`config.mk`:
```
export PLATFORM = sky130hd
export DESIGN_NAME = mc_hit_tdc
export DESIGN_NICKNAME = d
export VERILOG_FILES = /design/src/rtl/tdc_pkg.sv /design/src/rtl/tdc_bin_counter.sv /design/src/rtl/tdc_edge_sync.sv /design/src/rtl/tdc_chan_capture.sv /design/src/rtl/mc_hit_tdc.sv
export SDC_FILE = /design/constraint.sdc
export NUM_CORES = 1
export LEC_CHECK = 0
export BUFFER_PORTS_ARGS = -buffer_cell sky130_fd_sc_hd__buf_2
export CORE_MARGIN = 2
export CORE_UTILIZATION = 40
export CTS_BUF_LIST = sky130_fd_sc_hd__clkbuf_16
export DETAILED_ROUTE_END_ITERATION = 7
export PLACE_DENSITY = 0.61
export SYNTH_ARGS = -nofsm -noshare
export SYNTH_HDL_FRONTEND = slang
export SYNTH_HIERARCHICAL = 1
export SYNTH_SLANG_ARGS = --single-unit
```
`constraint.sdc`:
```
create_clock -name clk -period 27.5 [get_ports clk]
set_input_delay 4.125 -clock clk [delete_from_list [all_inputs] [get_ports clk]]
set_output_delay 4.125 -clock clk [all_outputs]
set_load 0.02 [all_outputs]
```
`src/rtl/tdc_pkg.sv`:
```
package tdc_pkg;
  typedef enum logic {
    TDC_COARSE = 1'b0,
    TDC_FINE   = 1'b1
  } tdc_mode_e;

  // Clock cycles from input edge (bin c) to capture (bin c + SYNC_LAT)
  localparam int unsigned TDC_SYNC_LAT = 2;
endpackage

```
`src/rtl/tdc_bin_counter.sv`:
```
module tdc_bin_counter #(
  parameter int BIN_W = 6
) (
  input  logic             clk,
  input  logic             rst_n,
  output logic [BIN_W-1:0] cnt_o,
  output logic             last_o
);
  localparam logic [BIN_W-1:0] LAST_BIN = '1;

  logic [BIN_W-1:0] cnt_q, cnt_d;

  always_comb begin
    cnt_d = cnt_q + 1'b1;
  end

  always_ff @(posedge clk or negedge rst_n) begin
    if (!rst_n) cnt_q <= '0;
    else        cnt_q <= cnt_d;
  end

  assign cnt_o  = cnt_q;
  assign last_o = (cnt_q == LAST_BIN);
endmodule

```
`src/rtl/tdc_edge_sync.sv`:
```
module tdc_edge_sync (
  input  logic clk,
  input  logic rst_n,
  input  logic async_i,
  output logic rise_o,
  output logic late_o
);
  logic p1_q, p2_q, p3_q;
  logic n1_q, n1r_q, n2_q;

  always_ff @(posedge clk or negedge rst_n) begin
    if (!rst_n) begin
      p1_q <= 1'b0;
      p2_q <= 1'b0;
      p3_q <= 1'b0;
    end else begin
      p1_q <= async_i;
      p2_q <= p1_q;
      p3_q <= p2_q;
    end
  end

  always_ff @(negedge clk or negedge rst_n) begin
    if (!rst_n) n1_q <= 1'b0;
    else        n1_q <= async_i;
  end

  always_ff @(posedge clk or negedge rst_n) begin
    if (!rst_n) begin
      n1r_q <= 1'b0;
      n2_q  <= 1'b0;
    end else begin
      n1r_q <= n1_q;
      n2_q  <= n1r_q;
    end
  end

  // Falling-edge path lagging the rising-edge path means a second-half arrival
  assign rise_o = p2_q & ~p3_q;
  assign late_o = ~n2_q;
endmodule

```
`src/rtl/tdc_chan_capture.sv`:
```
module tdc_chan_capture
  import tdc_pkg::*;
#(
  parameter int BIN_W = 6
) (
  input  logic               clk,
  input  logic               rst_n,
  input  tdc_mode_e          mode_i,
  input  logic [BIN_W-1:0]   cnt_i,
  input  logic               last_i,
  input  logic               rise_i,
  input  logic               late_i,
  output logic [BIN_W+1:0]   word_o,
  output logic               hit_o
);
  localparam int WORD_W = BIN_W + 2;
  localparam logic [WORD_W-1:0] EMPTY = '1;

  logic [WORD_W-1:0] code_now;
  logic              cap_vld_q, cap_vld_d;
  logic [WORD_W-1:0] cap_code_q, cap_code_d;
  logic              rd_hit_q, rd_hit_d;
  logic [WORD_W-1:0] rd_code_q, rd_code_d;
  logic              rd_en;

  always_comb begin
    if (mode_i == TDC_FINE) code_now = {1'b0, cnt_i, late_i};
    else                    code_now = {2'b00, cnt_i};
  end

  always_comb begin
    cap_vld_d  = cap_vld_q | rise_i;
    cap_code_d = (rise_i && !cap_vld_q) ? code_now : cap_code_q;
    rd_en      = last_i;
    rd_hit_d   = cap_vld_d;
    rd_code_d  = cap_vld_d ? cap_code_d : EMPTY;
    if (last_i) begin
      cap_vld_d  = 1'b0;
      cap_code_d = '0;
    end
  end

  always_ff @(posedge clk or negedge rst_n) begin
    if (!rst_n) begin
      cap_vld_q  <= 1'b0;
      cap_code_q <= '0;
    end else begin
      cap_vld_q  <= cap_vld_d;
      cap_code_q <= cap_code_d;
    end
  end

  always_ff @(posedge clk or negedge rst_n) begin
    if (!rst_n) begin
      rd_hit_q  <= 1'b0;
      rd_code_q <= EMPTY;
    end else if (rd_en) begin
      rd_hit_q  <= rd_hit_d;
      rd_code_q <= rd_code_d;
    end
  end

  assign word_o = rd_code_q;
  assign hit_o  = rd_hit_q;
endmodule

```
`src/rtl/mc_hit_tdc.sv`:
```
module mc_hit_tdc
  import tdc_pkg::*;
#(
  parameter  int NUM_CH = 32,
  parameter  int BIN_W  = 6,
  localparam int WORD_W = BIN_W + 2
) (
  input  logic                     clk,
  input  logic                     rst_n,
  input  logic                     fine_en,
  input  logic [NUM_CH-1:0]        disc_i,
  output logic [NUM_CH*WORD_W-1:0] tdc_word_o,
  output logic [NUM_CH-1:0]        hit_pat_o,
  output logic                     frame_o
);
  logic       rs1_q, rs2_q;
  logic       rst_int_n;
  logic [BIN_W-1:0] cnt;
  logic       last;
  logic       frame_q;
  tdc_mode_e  mode;

  always_ff @(posedge clk or negedge rst_n) begin
    if (!rst_n) begin
      rs1_q <= 1'b0;
      rs2_q <= 1'b0;
    end else begin
      rs1_q <= 1'b1;
      rs2_q <= rs1_q;
    end
  end
  assign rst_int_n = rs2_q;

  assign mode = tdc_mode_e'(fine_en);

  tdc_bin_counter #(.BIN_W(BIN_W)) u_cnt (
    .clk    (clk),
    .rst_n  (rst_int_n),
    .cnt_o  (cnt),
    .last_o (last)
  );

  always_ff @(posedge clk or negedge rst_int_n) begin
    if (!rst_int_n) frame_q <= 1'b0;
    else            frame_q <= last;
  end
  assign frame_o = frame_q;

  for (genvar ch = 0; ch < NUM_CH; ch++) begin : g_ch
    logic rise, late;

    tdc_edge_sync u_sync (
      .clk     (clk),
      .rst_n   (rst_int_n),
      .async_i (disc_i[ch]),
      .rise_o  (rise),
      .late_o  (late)
    );

    tdc_chan_capture #(.BIN_W(BIN_W)) u_cap (
      .clk    (clk),
      .rst_n  (rst_int_n),
      .mode_i (mode),
      .cnt_i  (cnt),
      .last_i (last),
      .rise_i (rise),
      .late_i (late),
      .word_o (tdc_word_o[ch*WORD_W +: WORD_W]),
      .hit_o  (hit_pat_o[ch])
    );
  end
endmodule

```
=== Word-level counts from Yosys, hierarchy flattened ===
Index checks and enable logic that the tools add are counted.

* Word-level logic and storage cells: 678
* Input port bits: 35
* Output and inout bits: 289
* Register bits: 777

* Bitwise gates (word level): 128
* Multiplexer cells: 160
* Equal/unequal tests: 1
* Add/subtract/negate cells: 1
* Reductions and logical operators: 64

{| class="wikitable"
|+ Operators with widths
! cell !! count
|-
| 8-bit two-way mux || 96
|-
| 7-bit two-way mux || 32
|-
| 1-bit NOT || 64
|-
| 1-bit AND || 32
|-
| 1-bit logical AND || 32
|-
| 1-bit logical NOT || 32
|-
| 1-bit two-way mux || 32
|-
| 1-bit bitwise OR || 32
|-
| 6-bit by 1-bit adder with 6-bit output (second input constant) || 1
|-
| 6-bit == test (second input constant) || 1
|}

=== Depth between registers and ports, before layout ===
Gate-level depths: netlist of the first run.

* Word-level depth: 5
* Gate-level depth with buffers: 6
* Gate-level depth less buffers: 5

=== By module ===
Netlist of the first run, hierarchy kept.

{| class="wikitable"
|+ By module, submodules not included
! module !! area each (µm²) !! times used !! seq. area each (µm²) !! cells each
|-
| tdc_chan_capture || 848.3 || 32 || 460.4 || 73
|-
| tdc_edge_sync || 167.7 || 32 || 150.1 || 8
|-
| tdc_bin_counter || 230.2 || 1 || 150.1 || 17
|-
| mc_hit_tdc || 78.8 || 1 || 75.1 || 4
|}

==> out/results.ini, run 1 <==
[worst_setup_path]
critPathLaunchType=input port
path_cells=buf_2
crit_arrival_ns=4.24
path_class=in2reg
critPathBufInv=1
slowest_delay_ns=0.12
path_delay_family=buffers and inverters
crit_slowest_cell=buf_2
required_ns=14.18
worst_setup_path_end_kind=flip-flop
crit_fanout=2

[yosys]
synth.avg_cell_area_um2=12.6
synth.area.mux_share_pct=5.86
yosysSeqAreaShare_pct=60.2
synthAdderAreaFrac_pct=0.0381
synth_xor_xnor_area_share_pct=0.107
synth_seq_cells=777
synthCells=2613
synth_top_family_by_area=compound AO/OA/AOI/OAI gates
synth_warnings=6
synthSimpleGateAreaFrac_pct=10.5
syn_area_um2=32800
synthesis.nets=2649
synthDistinctLibCells=27
synth-compound-area-share_pct=18.2

[layout]
nets=2897
area_growth_pct=14.7
n_fill_cell=7338
final_common_cell=dfrtp_1
drive_gt1_share_pct=42.0
n_antenna_cell=0
layout_common_cells=482 x dfrtp_1, 322 x buf_2, 256 x dfstp_2, 224 x o22ai_1

[place]
io_buffer_count=323
gp_congestion=0.764
dpl.hpwl_um=47400

[power_and_ir_drop]
netSwitchingPower_mw=0.608
pwr-share-seq_pct=48.8
combPwrFrac_pct=5.9
power_frac_clock_pct=45.3
power.density_nw_per_um2=68.3
leakagePower_nw=15.6
p_int_mw=1.96
p_sw_share_pct=23.6
vdd_drop_max_mv=0.0478

[floorplan]
die_x_um=290
die_area_um2=84400
core_area_um2=81700
chipHeight_um=290
rows=105
initial_core_util_pct=40.2
ios=324

[cts]
clockRootBuffer=clkbuf_16
cts.htree.levels=3
numCtsBuffers=85
ctsHoldBuffers=0
clkTransAtPathRegs_ns=0.06
cts_buffer_depth=3
cts_sinks=777
postCtsSetupRepairBufs=0
cts_tree=yes
clock_latency_ns=0.63
ctsResizeCount=0

[sta]
finalSetupViolations=0
tns_ns=0
rsz0062_at_grt=false
hold_slack_ns=0.342
drv_slew=0
worst_slew_pin_slew_ns=1.11
finalHoldViolations=0
slew_headroom_pct=25.7
clock-skew-final_ns=0.0439

[status]
outcome=finished, final reports clean

[global_route]
antenna_found_initial=2
first_global_vias=21817
grt_max_degree=169
grt-ovfl-total=0
grt_pass1_wl_um=125000
track_usage_pct=18.4

[drt]
postRouteAntennaNets=0
remaining_drc_errors=0
dr.pass1.iters=5
wl_per_cell_um=19.5
via_count=21400
drt-initial-drc-count=1366
wl_um=78100
vias_per_cell=5.34

[hold_path]
holdCritPathClass=reg2reg

[job]
cap_viol_max_count=0

sequential cells by signal (all words and copies together), names as in the netlist, 32 cells and up:
name	cells
g_ch.u_sync/p3_q	32
g_ch.u_cap/cap_vld_q	32
g_ch.u_cap/hit_o	32
g_ch.u_sync/n1r_q	32
g_ch.u_cap/cap_code_q	256
g_ch.u_sync/n1_q	32
g_ch.u_cap/word_o	256
g_ch.u_sync/p2_q	32
g_ch.u_sync/p1_q	32
g_ch.u_sync/n2_q	32
worst paths after layout:
check                                        to  cells past startpoint  slack [ns]                  from
max                        g_ch[27].u_sync/n1_q                      1        9.94            disc_i[27]
min                        g_ch[27].u_sync/p2_q                      0        0.34  g_ch[27].u_sync/p1_q
max reg2reg                g_ch[14].u_sync/n1_q                      2       11.24                 rs2_q
min reg2reg                g_ch[27].u_sync/p2_q                      0        0.34  g_ch[27].u_sync/p1_q
max in group asynchronous  g_ch[14].u_sync/n1_q                      2       11.24                 rs2_q
min in group asynchronous  g_ch[16].u_sync/p1_q                      0        0.37                 rs2_q
final cells by class:
type	count	area, µm²	share of cell area, %
clock buffer	86	2150	5.71
clock inverter	74	764	2.03
inverter	97	364	0.967
multi-input combinational	1547	11400	30.2
sequential	777	19800	52.5
tap	1070	1340	3.55
timing repair buffer	353	1880	4.98
cell usage after synthesis:
library cell	count	share of area, %
a211oi_2	192	7.3
nand3_1	35	0.53
xor2_1	1	0.027
a21oi_1	160	2.4
nor2b_4	32	1.3
o21ai_0	32	0.49
dfrtp_1	489	37
nor3b_2	32	1.2
and3_1	1	0.019
buf_4	64	1.5
nand2_1	64	0.73
nor2b_2	32	0.85
and3_2	1	0.023
nand2b_1	32	0.61
a31oi_1	192	3.7
buf_2	96	1.5
dfstp_2	256	20
nor2_1	128	1.5
xnor2_1	3	0.080
mux2i_1	192	5.9
dfrtn_1	32	2.4
inv_1	97	1.1
conb_1	1	0.011
o22ai_1	224	4.3
ha_1	1	0.038
buf_6	32	1.1
nor2_2	192	3.7
kinds of logic (layout without fill, tap and decap cells):
| kind of cell | after synthesis | after routing |
|---|---|---|
| compound gates | 800 | 800 |
| xor+xnor | 4 | 4 |
| fa+ha+maj | 1 | 1 |
| buf+inv | 289 | 610 |
| flops | 777 | 777 |
| mux | 192 | 192 |
| other cells | 1 | 1 |
| simple gates | 549 | 549 |
power groups by stage:
| stage | Clock, mW | Sequential [mW] | Combinational (mW) |
|---|---|---|---|
| 6_report | 1.17 | 1.25 | 0.152 |
| 5_1_grt | 1.25 | 1.26 | 0.168 |
| 4_1_cts | 1.20 | 1.25 | 0.155 |
| 3_5_place_dp | 0 | 1.27 | 0.154 |
| 3_3_place_gp | 0 | 1.27 | 0.147 |
| 2_1_floorplan | 0 | 1.28 | 0.117 |
layer usage:
| layer | wire length (µm) | GRT usage (%) |
|---|---|---|
| met1 | 34200 | 24.3 |
| met5 | 0 | 0 |
| met2 | 38300 | 30.4 |
| met4 | 1940 | 6.00 |
| met3 | 3760 | 3.62 |
through the flow:
stage | total power, mW | utilization [%] | setup WS (ns) | instances | cell area (µm²)
floorplan | 1.39 | - | 1.71 | 2613 | 32800
global placement | 1.42 | 42.5 | 9.34 | 3844 | 34700
detailed placement | 1.43 | 42.5 | 9.34 | 3844 | 34700
CTS | 2.61 | 46.1 | 9.97 | 4004 | 37700
global route | 2.68 | 46.1 | 9.96 | 4004 | 37700
finish | 2.57 | 46.1 | 9.94 | 4004 | 37700
Power figures use the tool's default switching activity.
==> inputs of run 2 (changes only) <==
==> constraint.sdc (replaced) <==
create_clock -name clk -period 17.9 [get_ports clk]
set_input_delay 2.685 -clock clk [delete_from_list [all_inputs] [get_ports clk]]
set_output_delay 2.685 -clock clk [all_outputs]
set_load 0.02 [all_outputs]
==> run 2 against run 1 <==
Sequential cell count unchanged. Clock power grew 56%. Final area hardly changed. Die area unchanged. Sequential share of layout area hardly changed. Worst setup slack worse by 3.3 ns. Combinational power grew 54%. Largest cell class unchanged. Largest power group unchanged.
==> out/results.ini, run 2 (synthesized netlist as in run 1, its figures left out) <==
[worst_setup_path]
crit_arrival_ns=2.80  ; -1.44 ns
path_class=in2reg
required_ns=9.40  ; -4.78 ns
crit_fanout=2  ; unchanged
critPathBufInv=1  ; unchanged
path_cells=buf_2
crit_slowest_cell=buf_2
worst_setup_path_end_kind=flip-flop
path_delay_family=buffers and inverters
critPathLaunchType=input port
slowest_delay_ns=0.11  ; about the same

[drt]
remaining_drc_errors=0  ; unchanged
wl_per_cell_um=19.6  ; +0.48%
wl_um=78400  ; +0.35%
drt-initial-drc-count=1362  ; -0.29%
dr.pass1.iters=5  ; unchanged
vias_per_cell=5.35  ; about the same
via_count=21377  ; -0.11%
postRouteAntennaNets=0  ; unchanged

[layout]
final_cell_area_um2=37700  ; about the same
post-route-util_pct=46.1  ; about the same
nets=2892  ; -0.17%
layout_common_cells=482 x dfrtp_1, 322 x buf_2, 256 x dfstp_2, 224 x o22ai_1
area_growth_pct=14.7  ; about the same
drive_gt1_share_pct=41.7  ; -0.30 points
final_common_cell=dfrtp_1
n_antenna_cell=0  ; unchanged

[cts]
cts_sinks=777  ; unchanged
clockRootBuffer=clkbuf_16
numCtsBuffers=87  ; +2.4%
clkTransAtPathRegs_ns=0.06  ; about the same
clock_latency_ns=0.64  ; about the same
cts.htree.levels=3  ; unchanged
cts_buffer_depth=3  ; unchanged
postCtsSetupRepairBufs=0  ; unchanged
ctsHoldBuffers=0  ; unchanged
ctsResizeCount=0  ; unchanged
cts_tree=yes

[floorplan]
chipHeight_um=290  ; unchanged
core_area_um2=81700  ; unchanged
die_area_um2=84400  ; unchanged
rows=105  ; unchanged
ios=324  ; unchanged
die_x_um=290  ; unchanged
initial_core_util_pct=40.2  ; unchanged

[place]
io_buffer_count=323  ; unchanged
dpl.hpwl_um=46200  ; -2.5%
gp_congestion=0.776  ; +1.6%
placed_area_um2=34700  ; about the same

[power_and_ir_drop]
p_sw_share_pct=22.7  ; -0.92 points
vdd_drop_max_mv=0.0667  ; +39%
netSwitchingPower_mw=0.902  ; +49%
power.density_nw_per_um2=106  ; +55%
leakagePower_nw=15.6  ; about the same
p_int_mw=3.07  ; +56%
combPwrFrac_pct=5.9  ; about the same
power_frac_clock_pct=45.7  ; +0.4 points
pwr-share-seq_pct=48.5  ; -0.3 points

[sta]
rsz0062_at_grt=false
drv_slew=0  ; unchanged
finalSetupViolations=0  ; unchanged
clock-skew-final_ns=0.0452  ; +0.00131 ns
worst_slew_pin_slew_ns=1.21  ; +0.101 ns
finalHoldViolations=0  ; unchanged
slew_headroom_pct=19.0  ; -6.8 points
hold_slack_ns=0.314  ; -0.0285 ns
tns_ns=0  ; unchanged

[hold_path]
holdCritPathClass=reg2async

[global_route]
grt_max_degree=199  ; +18%
antenna_found_initial=0  ; -2
first_global_vias=22118  ; +1.4%
grt-ovfl-total=0  ; unchanged
grt_pass1_wl_um=127000  ; +1.1%
track_usage_pct=18.6  ; +0.27 points

[status]
outcome=finished, final reports clean

[job]
cap_viol_max_count=0  ; unchanged

==> run 2: area by class of cell <==
type / count / area (µm²)
Sequential cell: 777 / 19800
Tap cell: 1070 / 1340
Fill cell: 7329 / 44100
Clock buffer: 89 / 2230
Timing Repair Buffer: 346 / 1860
Multi-Input combinational cell: 1547 / 11400
Inverter: 97 / 364
Clock inverter: 73 / 699
==> run 2: final timing paths <==
check / cells after the start / end / startpoint / slack [ns]
max: 1 / g_ch[15].u_sync/n1_q / disc_i[15] / 6.60
min: 0 / g_ch[30].u_sync/n1r_q / rs2_q / 0.31
max reg2reg: 2 / g_ch[10].u_sync/n1_q / rs2_q / 6.63
min reg2reg: 0 / g_ch[30].u_sync/n1r_q / rs2_q / 0.31
max in group asynchronous: 2 / g_ch[10].u_sync/n1_q / rs2_q / 6.63
min in group clk: 0 / g_ch[16].u_sync/n2_q / g_ch[16].u_sync/n1r_q / 0.33
==> run 2: per-layer routing <==
layer | vias up | GRT usage, % | routed length, µm
li1 | 9914 | - | -
met1 | 10881 | 24.6 | 34400
met2 | 454 | 30.0 | 37300
met3 | 128 | 4.23 | 4290
met4 | 0 | 7.10 | 2470
met5 | - | 0 | 0
==> run 2: power by group through the flow <==
stage	Combinational [mW]	Clock, mW	Sequential, mW
6_report	0.234	1.82	1.93
5_1_grt	0.260	1.95	1.94
4_1_cts	0.238	1.88	1.93
3_5_place_dp	0.237	0	1.96
3_3_place_gp	0.225	0	1.95
2_1_floorplan	0.179	0	1.96
==> run 2: through the flow <==
step | instances | setup slack, ns | total power [mW]
after CTS | 3999 | 6.52 | 4.04
after global placement | 3837 | 6.00 | 2.17
after floorplan | 2613 | 1.82 | 2.14
after detailed placement | 3837 | 5.99 | 2.19
after global routing | 3999 | 6.22 | 4.15
final | 3999 | 6.60 | 3.98
